### src/rtl/usm_pkg.sv
package usm_pkg;
  localparam int TICKS_PER_BIT = 16;
  localparam int TICK_W        = $clog2(TICKS_PER_BIT);
  localparam int DATA_BITS     = 8;

  typedef enum logic [2:0] {
    ST_IDLE,
    ST_START,
    ST_DATA,
    ST_STOP,
    ST_BRK
  } usm_state_e;
endpackage

### src/rtl/usm_baud.sv
module usm_baud #(
  parameter int DIV_W = 16
) (
  input  logic             clk,
  input  logic             rst_n,
  input  logic             clr,
  input  logic [DIV_W-1:0] div,
  output logic             tick
);
  logic [DIV_W-1:0] cnt_q, cnt_d;

  assign tick = !clr && (cnt_q == div);

  always_comb begin
    if (clr || cnt_q == div) cnt_d = '0;
    else                     cnt_d = cnt_q + {{(DIV_W-1){1'b0}}, 1'b1};
  end

  always_ff @(posedge clk or negedge rst_n) begin
    if (!rst_n) cnt_q <= '0;
    else        cnt_q <= cnt_d;
  end

  // ticks are spaced div+1 cycles apart
  p_tick_space_r2: assert property (@(posedge clk) disable iff (!rst_n)
    (tick && div != '0) |=> !tick);
endmodule

### src/rtl/usm_rx.sv
module usm_rx
  import usm_pkg::*;
(
  input  logic                 clk,
  input  logic                 rst_n,
  input  logic                 rx_en,
  input  logic                 rx,
  input  logic                 samp,
  input  logic                 samp_last,
  output logic [DATA_BITS-1:0] rx_data,
  output logic                 rx_valid
);
  logic [DATA_BITS-1:0] sh_q, sh_d;
  logic                 vld_q, vld_d;

  always_comb begin
    sh_d  = sh_q;
    vld_d = 1'b0;
    if (samp && rx_en) begin
      sh_d  = {rx, sh_q[DATA_BITS-1:1]};
      vld_d = samp_last;
    end
  end

  always_ff @(posedge clk or negedge rst_n) begin
    if (!rst_n) begin
      sh_q  <= '0;
      vld_q <= 1'b0;
    end else begin
      sh_q  <= sh_d;
      vld_q <= vld_d;
    end
  end

  assign rx_data  = sh_q;
  assign rx_valid = vld_q;

  p_valid_pulse_r6: assert property (@(posedge clk) disable iff (!rst_n)
    rx_valid |=> !rx_valid);
  p_valid_gated_r7: assert property (@(posedge clk) disable iff (!rst_n)
    rx_valid |-> $past(rx_en));
endmodule

### src/rtl/usm_tx.sv
module usm_tx
  import usm_pkg::*;
#(
  parameter int BRK_BITS = 10
) (
  input  logic                 clk,
  input  logic                 rst_n,
  input  logic                 tick,
  input  logic                 tx_valid,
  input  logic [DATA_BITS-1:0] tx_data,
  input  logic                 brk_req,
  input  logic                 cpol,
  input  logic                 cpha,
  input  logic                 lbclk,
  output logic                 tx_ready,
  output logic                 tx,
  output logic                 sclk,
  output logic                 busy,
  output logic                 baud_clr,
  output logic                 samp,
  output logic                 samp_last
);
  localparam int CNT_W = $clog2(BRK_BITS);
  localparam logic [CNT_W-1:0]  LAST_DATA = CNT_W'(DATA_BITS - 1);
  localparam logic [CNT_W-1:0]  LAST_BRK  = CNT_W'(BRK_BITS - 1);
  localparam logic [TICK_W-1:0] LAST_TICK = TICK_W'(TICKS_PER_BIT - 1);
  localparam logic [TICK_W-1:0] HALF_TICK = TICK_W'(TICKS_PER_BIT / 2);

  usm_state_e           state_q, state_d;
  logic [TICK_W-1:0]    tick_q, tick_d;
  logic [CNT_W-1:0]     bit_q, bit_d;
  logic [DATA_BITS-1:0] shift_q, shift_d, hold_q, hold_d;
  logic                 full_q, full_d;
  logic                 load, end_bit, active;

  assign end_bit = tick && (tick_q == LAST_TICK);

  always_comb begin
    state_d = state_q;
    tick_d  = tick_q;
    bit_d   = bit_q;
    shift_d = shift_q;
    hold_d  = hold_q;
    full_d  = full_q;
    load    = 1'b0;
    if (tx_valid && !full_q) begin
      hold_d = tx_data;
      full_d = 1'b1;
    end
    if (state_q == ST_IDLE) begin
      if (full_q) begin
        state_d = ST_START;
        tick_d  = '0;
        load    = 1'b1;
      end else if (brk_req) begin
        state_d = ST_BRK;
        tick_d  = '0;
        bit_d   = '0;
      end
    end else begin
      if (tick) tick_d = tick_q + {{(TICK_W-1){1'b0}}, 1'b1};
      if (end_bit) begin
        if (state_q == ST_START) begin
          state_d = ST_DATA;
          bit_d   = '0;
        end else if (state_q == ST_DATA) begin
          if (bit_q == LAST_DATA) state_d = ST_STOP;
          else begin
            bit_d   = bit_q + {{(CNT_W-1){1'b0}}, 1'b1};
            shift_d = {1'b0, shift_q[DATA_BITS-1:1]};
          end
        end else if (state_q == ST_STOP) begin
          if (full_q) begin
            state_d = ST_START;
            load    = 1'b1;
          end else state_d = ST_IDLE;
        end else begin
          if (bit_q == LAST_BRK) state_d = ST_STOP;
          else bit_d = bit_q + {{(CNT_W-1){1'b0}}, 1'b1};
        end
      end
    end
    if (load) begin
      shift_d = hold_q;
      full_d  = 1'b0;
    end
  end

  always_ff @(posedge clk or negedge rst_n) begin
    if (!rst_n) begin
      state_q <= ST_IDLE;
      tick_q  <= '0;
      bit_q   <= '0;
      shift_q <= '0;
      hold_q  <= '0;
      full_q  <= 1'b0;
    end else begin
      state_q <= state_d;
      tick_q  <= tick_d;
      bit_q   <= bit_d;
      shift_q <= shift_d;
      hold_q  <= hold_d;
      full_q  <= full_d;
    end
  end

  assign active    = (state_q == ST_DATA) && (lbclk || bit_q != LAST_DATA) &&
                     (cpha ? (tick_q < HALF_TICK) : (tick_q >= HALF_TICK));
  assign sclk      = cpol ^ active;
  assign tx        = (state_q == ST_DATA) ? shift_q[0] :
                     !(state_q == ST_START || state_q == ST_BRK);
  assign busy      = (state_q != ST_IDLE) || full_q;
  assign tx_ready  = !full_q;
  assign baud_clr  = (state_q == ST_IDLE);
  assign samp      = (state_q == ST_DATA) && tick && (tick_q == HALF_TICK - 1'b1);
  assign samp_last = samp && (bit_q == LAST_DATA);

  p_sclk_framing_r3: assert property (@(posedge clk) disable iff (!rst_n)
    (state_q == ST_START || state_q == ST_STOP) |-> sclk == cpol);
  p_last_bit_quiet_r5: assert property (@(posedge clk) disable iff (!rst_n)
    (state_q == ST_DATA && bit_q == LAST_DATA && !lbclk) |-> sclk == cpol);
  p_hold_kept_r8: assert property (@(posedge clk) disable iff (!rst_n)
    (full_q && !load) |=> hold_q == $past(hold_q));
  p_accept_busy_r8: assert property (@(posedge clk) disable iff (!rst_n)
    (tx_valid && tx_ready) |=> busy);
  p_break_quiet_r9: assert property (@(posedge clk) disable iff (!rst_n)
    (state_q == ST_BRK) |-> (!tx && sclk == cpol));
  p_tick_hold_r2: assert property (@(posedge clk) disable iff (!rst_n)
    (state_q != ST_IDLE && !tick) |=> $stable(tick_q));
endmodule

### src/rtl/usm_master.sv
module usm_master
  import usm_pkg::*;
#(
  parameter int DIV_W    = 16,
  parameter int BRK_BITS = 10
) (
  input  logic                 clk,
  input  logic                 rst_n,
  input  logic                 tx_valid,
  input  logic [DATA_BITS-1:0] tx_data,
  output logic                 tx_ready,
  input  logic                 brk_req,
  input  logic                 cpol,
  input  logic                 cpha,
  input  logic                 lbclk,
  input  logic                 rx_en,
  input  logic [DIV_W-1:0]     div,
  input  logic                 rx,
  output logic                 tx,
  output logic                 sclk,
  output logic [DATA_BITS-1:0] rx_data,
  output logic                 rx_valid,
  output logic                 busy
);
  logic [1:0] rsync_q;
  logic       rst_i_n;
  logic       tick, baud_clr, samp, samp_last;

  always_ff @(posedge clk or negedge rst_n) begin
    if (!rst_n) rsync_q <= 2'b00;
    else        rsync_q <= {rsync_q[0], 1'b1};
  end
  assign rst_i_n = rsync_q[1];

  usm_baud #(.DIV_W(DIV_W)) u_baud (
    .clk(clk), .rst_n(rst_i_n), .clr(baud_clr), .div(div), .tick(tick)
  );

  usm_tx #(.BRK_BITS(BRK_BITS)) u_tx (
    .clk(clk), .rst_n(rst_i_n), .tick(tick), .tx_valid(tx_valid),
    .tx_data(tx_data), .brk_req(brk_req), .cpol(cpol), .cpha(cpha),
    .lbclk(lbclk), .tx_ready(tx_ready), .tx(tx), .sclk(sclk), .busy(busy),
    .baud_clr(baud_clr), .samp(samp), .samp_last(samp_last)
  );

  usm_rx u_rx (
    .clk(clk), .rst_n(rst_i_n), .rx_en(rx_en), .rx(rx), .samp(samp),
    .samp_last(samp_last), .rx_data(rx_data), .rx_valid(rx_valid)
  );

  p_idle_lines_r1: assert property (@(posedge clk) disable iff (!rst_i_n)
    !busy |-> (tx && sclk == cpol && tx_ready));
  p_cfg_steady_r4: assert property (@(posedge clk) disable iff (!rst_i_n)
    (busy && $past(busy)) |-> $stable({cpol, cpha, lbclk}));
endmodule

### config.mk
export PLATFORM = sky130hd
export DESIGN_NAME = usm_master
export DESIGN_NICKNAME = d
export VERILOG_FILES = /design/src/rtl/usm_pkg.sv /design/src/rtl/usm_baud.sv /design/src/rtl/usm_rx.sv /design/src/rtl/usm_tx.sv /design/src/rtl/usm_master.sv
export SDC_FILE = /design/constraint.sdc
export NUM_CORES = 1
export LEC_CHECK = 0
export BUFFER_PORTS_ARGS = -buffer_cell sky130_fd_sc_hd__buf_2
export CAP_MARGIN = 0
export CORE_UTILIZATION = 50
export DETAILED_ROUTE_END_ITERATION = 10
export PLACE_DENSITY = 0.75
export SETUP_SLACK_MARGIN = 0.15
export SLEW_MARGIN = 20
export SYNTH_ARGS = -nofsm -noshare
export SYNTH_HDL_FRONTEND = slang
export SYNTH_SLANG_ARGS = --single-unit
### constraint.sdc
create_clock -name clk -period 1.5 [get_ports clk]
set_input_delay 0.225 -clock clk [delete_from_list [all_inputs] [get_ports clk]]
set_output_delay 0.225 -clock clk [all_outputs]
set_load 0.02 [all_outputs]
==> run_results.csv <==
group,metric,value,unit
status,status,"finished, violations left",
status,violations,"setup timing",
clocking,clk_pin_slew,100,ps
grt,grt_pass1_wl,10600,um
routing,num_vias,2346,
synth,syn-num-nets,296,
final_layout,syn_to_final_growth,41.3,%
synth,synthDistinctLibCells,48,
worst_setup_path,endpoint_kind,"flip-flop",
die,ios,46,
sta,setup_slack,-537,ps
place,port_buffers,45,
worst_setup_path,path_class,"flip-flop to flip-flop",
place,place_inst,426,
sta,fin_crit_sh,1.36,
sta,max_freq,0.491,GHz
clocking,cts_buffers,5,
synth,synth_edf_count,0,
die,core,5240,um2
worst_setup_path,crit_arrival,2230,ps
sta,setup-violations-final,48,
pwr,p_per_area,703,nW/um2
synth,synth_area,2780,um2
final_layout,fillers,360,
grt,grt_overflow,0,
clocking,clock_sinks,55,
die,placementRows,26,
die,die_area,5860,um2
place,hpwl,4390,um
die,die_w,76.5,um
routing,ant_nets,0,
routing,drt_iter0_markers,124,
synth,async_flop_share,1.00,
clocking,clock_path_buffers,2,
sta,clock_skew,3.02,ps
final_layout,fin_nets,412,
synth,yosysSeqAreaShare,0.495,
pwr,max-vdd-ir-drop,0.686,mV
synth,synth_top_area_frac,0.495,
routing,drc,0,
sta,slew_viol_final,0,
final_layout,diodes,0,
worst_setup_path,worstPathRequired,1690,ps
synth,ys_ff_latch,55,
worst_hold_path,min_path_type,"input pin to flip-flop",
final_layout,fin_cells,445,
final_layout,drive_above_1_share,0.464,
clocking,cts_max_level,2,
synth,synth_top_cell_by_area,"dfrtp_1",
sta,timing.final.crit_period,2040,ps
worst_setup_path,start_kind,"flip-flop",
grt,grt_pass1_vias,2381,
grt,grt_max_degree,54,
synth,ys.flop_type,"dfrtp_1",
routing,drt-total-wl,6260,um
clocking,cts_tree,"yes",
synth,syn_avg_cell_area,10.8,um2
grt,antenna_found_initial,0,
synth,synth_warnings,0,
routing,route.detailed.wl_per_inst,14.1,um
grt,track_usage,0.228,
die,initial_core_util,0.530,
pwr,p_leak,1.92,nW
clocking,clockRootBuffer,"clkbuf_8",
sta,holdWs,122,ps
routing,drt-vias-per-instance,5.27,
worst_setup_path,cp_max_fo,8,
synth,synth_area_leaders,"dfrtp_1 (50%), xor2_1 (7.3%), mux2_4 (4.3%), mux2_2 (3.6%), nor2_1 (2.8%)",
place,gp_congestion,0.874,
clocking,clkLatencyLatePin,300,ps
sta,final_hold_viol_count,0,
synth,syn_inst,258,
sta,rsz0062_at_grt,"true",
die,die_y,76.5,um
job,max-cap-violations,0,
routing,dr.pass1.iters,4,
-- what timing repair did --
action,4_1_cts,5_1_grt
hold endpoints to repair,2,0
gates resized for setup,17,30
hold buffers,1,0
pin swaps,6,4
setup endpoints to repair,48,56
setup buffers,6,4
-- cell type report --
cell class / count / area [um2] / share of cell area
tap: 70 / 87.6 / 0.0223
inverter: 10 / 37.5 / 0.00956
timing repair buffer: 117 / 848 / 0.216
sequential: 55 / 1380 / 0.352
clock buffer: 6 / 72.6 / 0.0185
multi-input combinational: 185 / 1490 / 0.379
clock inverter: 2 / 12.5 / 0.00319
-- per-stage QoR --
step           TNS [ps]  total power [mW]  setup WS, ps  area (um2)  utilization
6_report         -17460              2.76          -537        3930        0.749
2_1_floorplan     -9420              1.79          -395        2840            -
4_1_cts          -16960              2.78          -541        3780        0.723
3_3_place_gp     -16640              1.96          -544        3570        0.682
5_1_grt          -22980              2.89          -634        3930        0.749
3_5_place_dp     -16200              1.97          -541        3570        0.682
-- cells by family (layout without fill, tap and decap cells) --
| group | after synthesis | count (layout) | share of synthesized area |
|---|---|---|---|
| AOI/OAI and AO/OA | 47 | 47 | 0.117 |
| xor gates and xnor gates | 30 | 30 | 0.0946 |
| adders and majority gates | 5 | 5 | 0.0225 |
| buffers and inverters | 18 | 135 | 0.0275 |
| DFF | 55 | 55 | 0.495 |
| muxes | 18 | 18 | 0.0833 |
| other | 1 | 1 | 0.00135 |
| and+or+nand+nor | 84 | 84 | 0.159 |
-- critical path, stage by stage, from the launching register on --
cell and delay, ps:
dfrtp_1 420, xor2_1 170, nor4_1 250, nand4_1 200
or3_1 400, buf_6 170, mux2_4 300
-- cells in the mapped netlist, types with 3 or more instances --
| master | n |
|---|---|
| a21oi_1 | 7 |
| a2bb2oi_1 | 6 |
| and3_1 | 3 |
| buf_2 | 4 |
| dfrtp_1 | 55 |
| ha_1 | 5 |
| inv_1 | 10 |
| mux2_2 | 9 |
| mux2_4 | 8 |
| nand2_1 | 13 |
| nand3_1 | 9 |
| nand4_1 | 5 |
| nor2_1 | 21 |
| nor3_1 | 6 |
| nor4_1 | 7 |
| o21ai_0 | 13 |
| o22ai_1 | 7 |
| or3_1 | 7 |
| xnor2_1 | 7 |
| xor2_1 | 23 |
-- worst paths after layout --
check	start	to	slack, ps	cells after the start
worst max-delay path	u_baud.cnt_q[3]	u_rx.rx_data[4]	-540	6
max in group asynchronous	rsync_q[1]	u_tx.state_q[2]	980	1
worst min register to register	rsync_q[1]	u_baud.cnt_q[13]	240	1
worst min-delay path	tx_data[7]	u_tx.hold_q[7]	120	3
min in group asynchronous	rst_n	rsync_q[1]	220	2
worst max register to register	u_baud.cnt_q[3]	u_rx.rx_data[4]	-540	6
-- cells in the final DEF, fill, tap and decap left out, types with 2 or more instances in the layout --
| cell type | netlist | layout |
|---|---|---|
| o21ai_0 | 13 | 9 |
| nor3_4 | 0 | 2 |
| inv_1 | 10 | 9 |
| buf_12 | 0 | 2 |
| mux2_4 | 8 | 8 |
| buf_2 | 4 | 41 |
| clkbuf_8 | 0 | 5 |
| xnor2_2 | 0 | 2 |
| buf_6 | 0 | 12 |
| nand2_2 | 1 | 3 |
| o21ai_1 | 0 | 4 |
| nand3_1 | 9 | 8 |
| xor2_1 | 23 | 23 |
| and3_1 | 3 | 3 |
| nor2_1 | 21 | 18 |
| xnor2_1 | 7 | 5 |
| dfrtp_1 | 55 | 52 |
| nor2_4 | 0 | 2 |
| o22ai_1 | 7 | 7 |
| a21oi_1 | 7 | 6 |
| o211ai_1 | 2 | 2 |
| nand3b_1 | 2 | 2 |
| nand4_1 | 5 | 5 |
| nor4_1 | 7 | 5 |
| a2bb2oi_1 | 6 | 2 |
| ha_1 | 5 | 4 |
| a21o_1 | 2 | 2 |
| nor2_2 | 1 | 2 |
| nor3_1 | 6 | 4 |
| mux2_2 | 9 | 9 |
| dfrtp_2 | 0 | 3 |
| buf_4 | 1 | 61 |
| a2bb2oi_2 | 0 | 4 |
| nor4_2 | 0 | 2 |
| or3_1 | 7 | 6 |
| and2_4 | 0 | 2 |
| nand2_1 | 13 | 11 |
-- flip-flops by register name, summed over array words and instances (netlist names) --
name           count
u_rx.rx_valid      1
rsync_q            2
u_rx.rx_data       8
u_tx.shift_q       8
u_tx.hold_q        8
u_tx.bit_q         4
u_tx.tick_q        4
u_baud.cnt_q      16
u_tx.state_q       3
u_tx.full_q        1
-- layer usage --
layer / global-route usage / up-vias / part of all wire
met5: 0 / - / 0
met3: 0.0359 / 7 / 0.035
met1: 0.292 / 1130 / 0.45
met4: 0.0692 / 0 / 0.0097
li1: - / 1151 / -
met2: 0.396 / 58 / 0.50
-- report_power, final --
group          internal (mW)  total [mW]  switching (mW)
clock network          0.328       0.802           0.474
registers               1.56        1.62          0.0578
logic                  0.190       0.341           0.151
total                   2.08        2.76           0.683
Power figures use the tool's default switching activity.
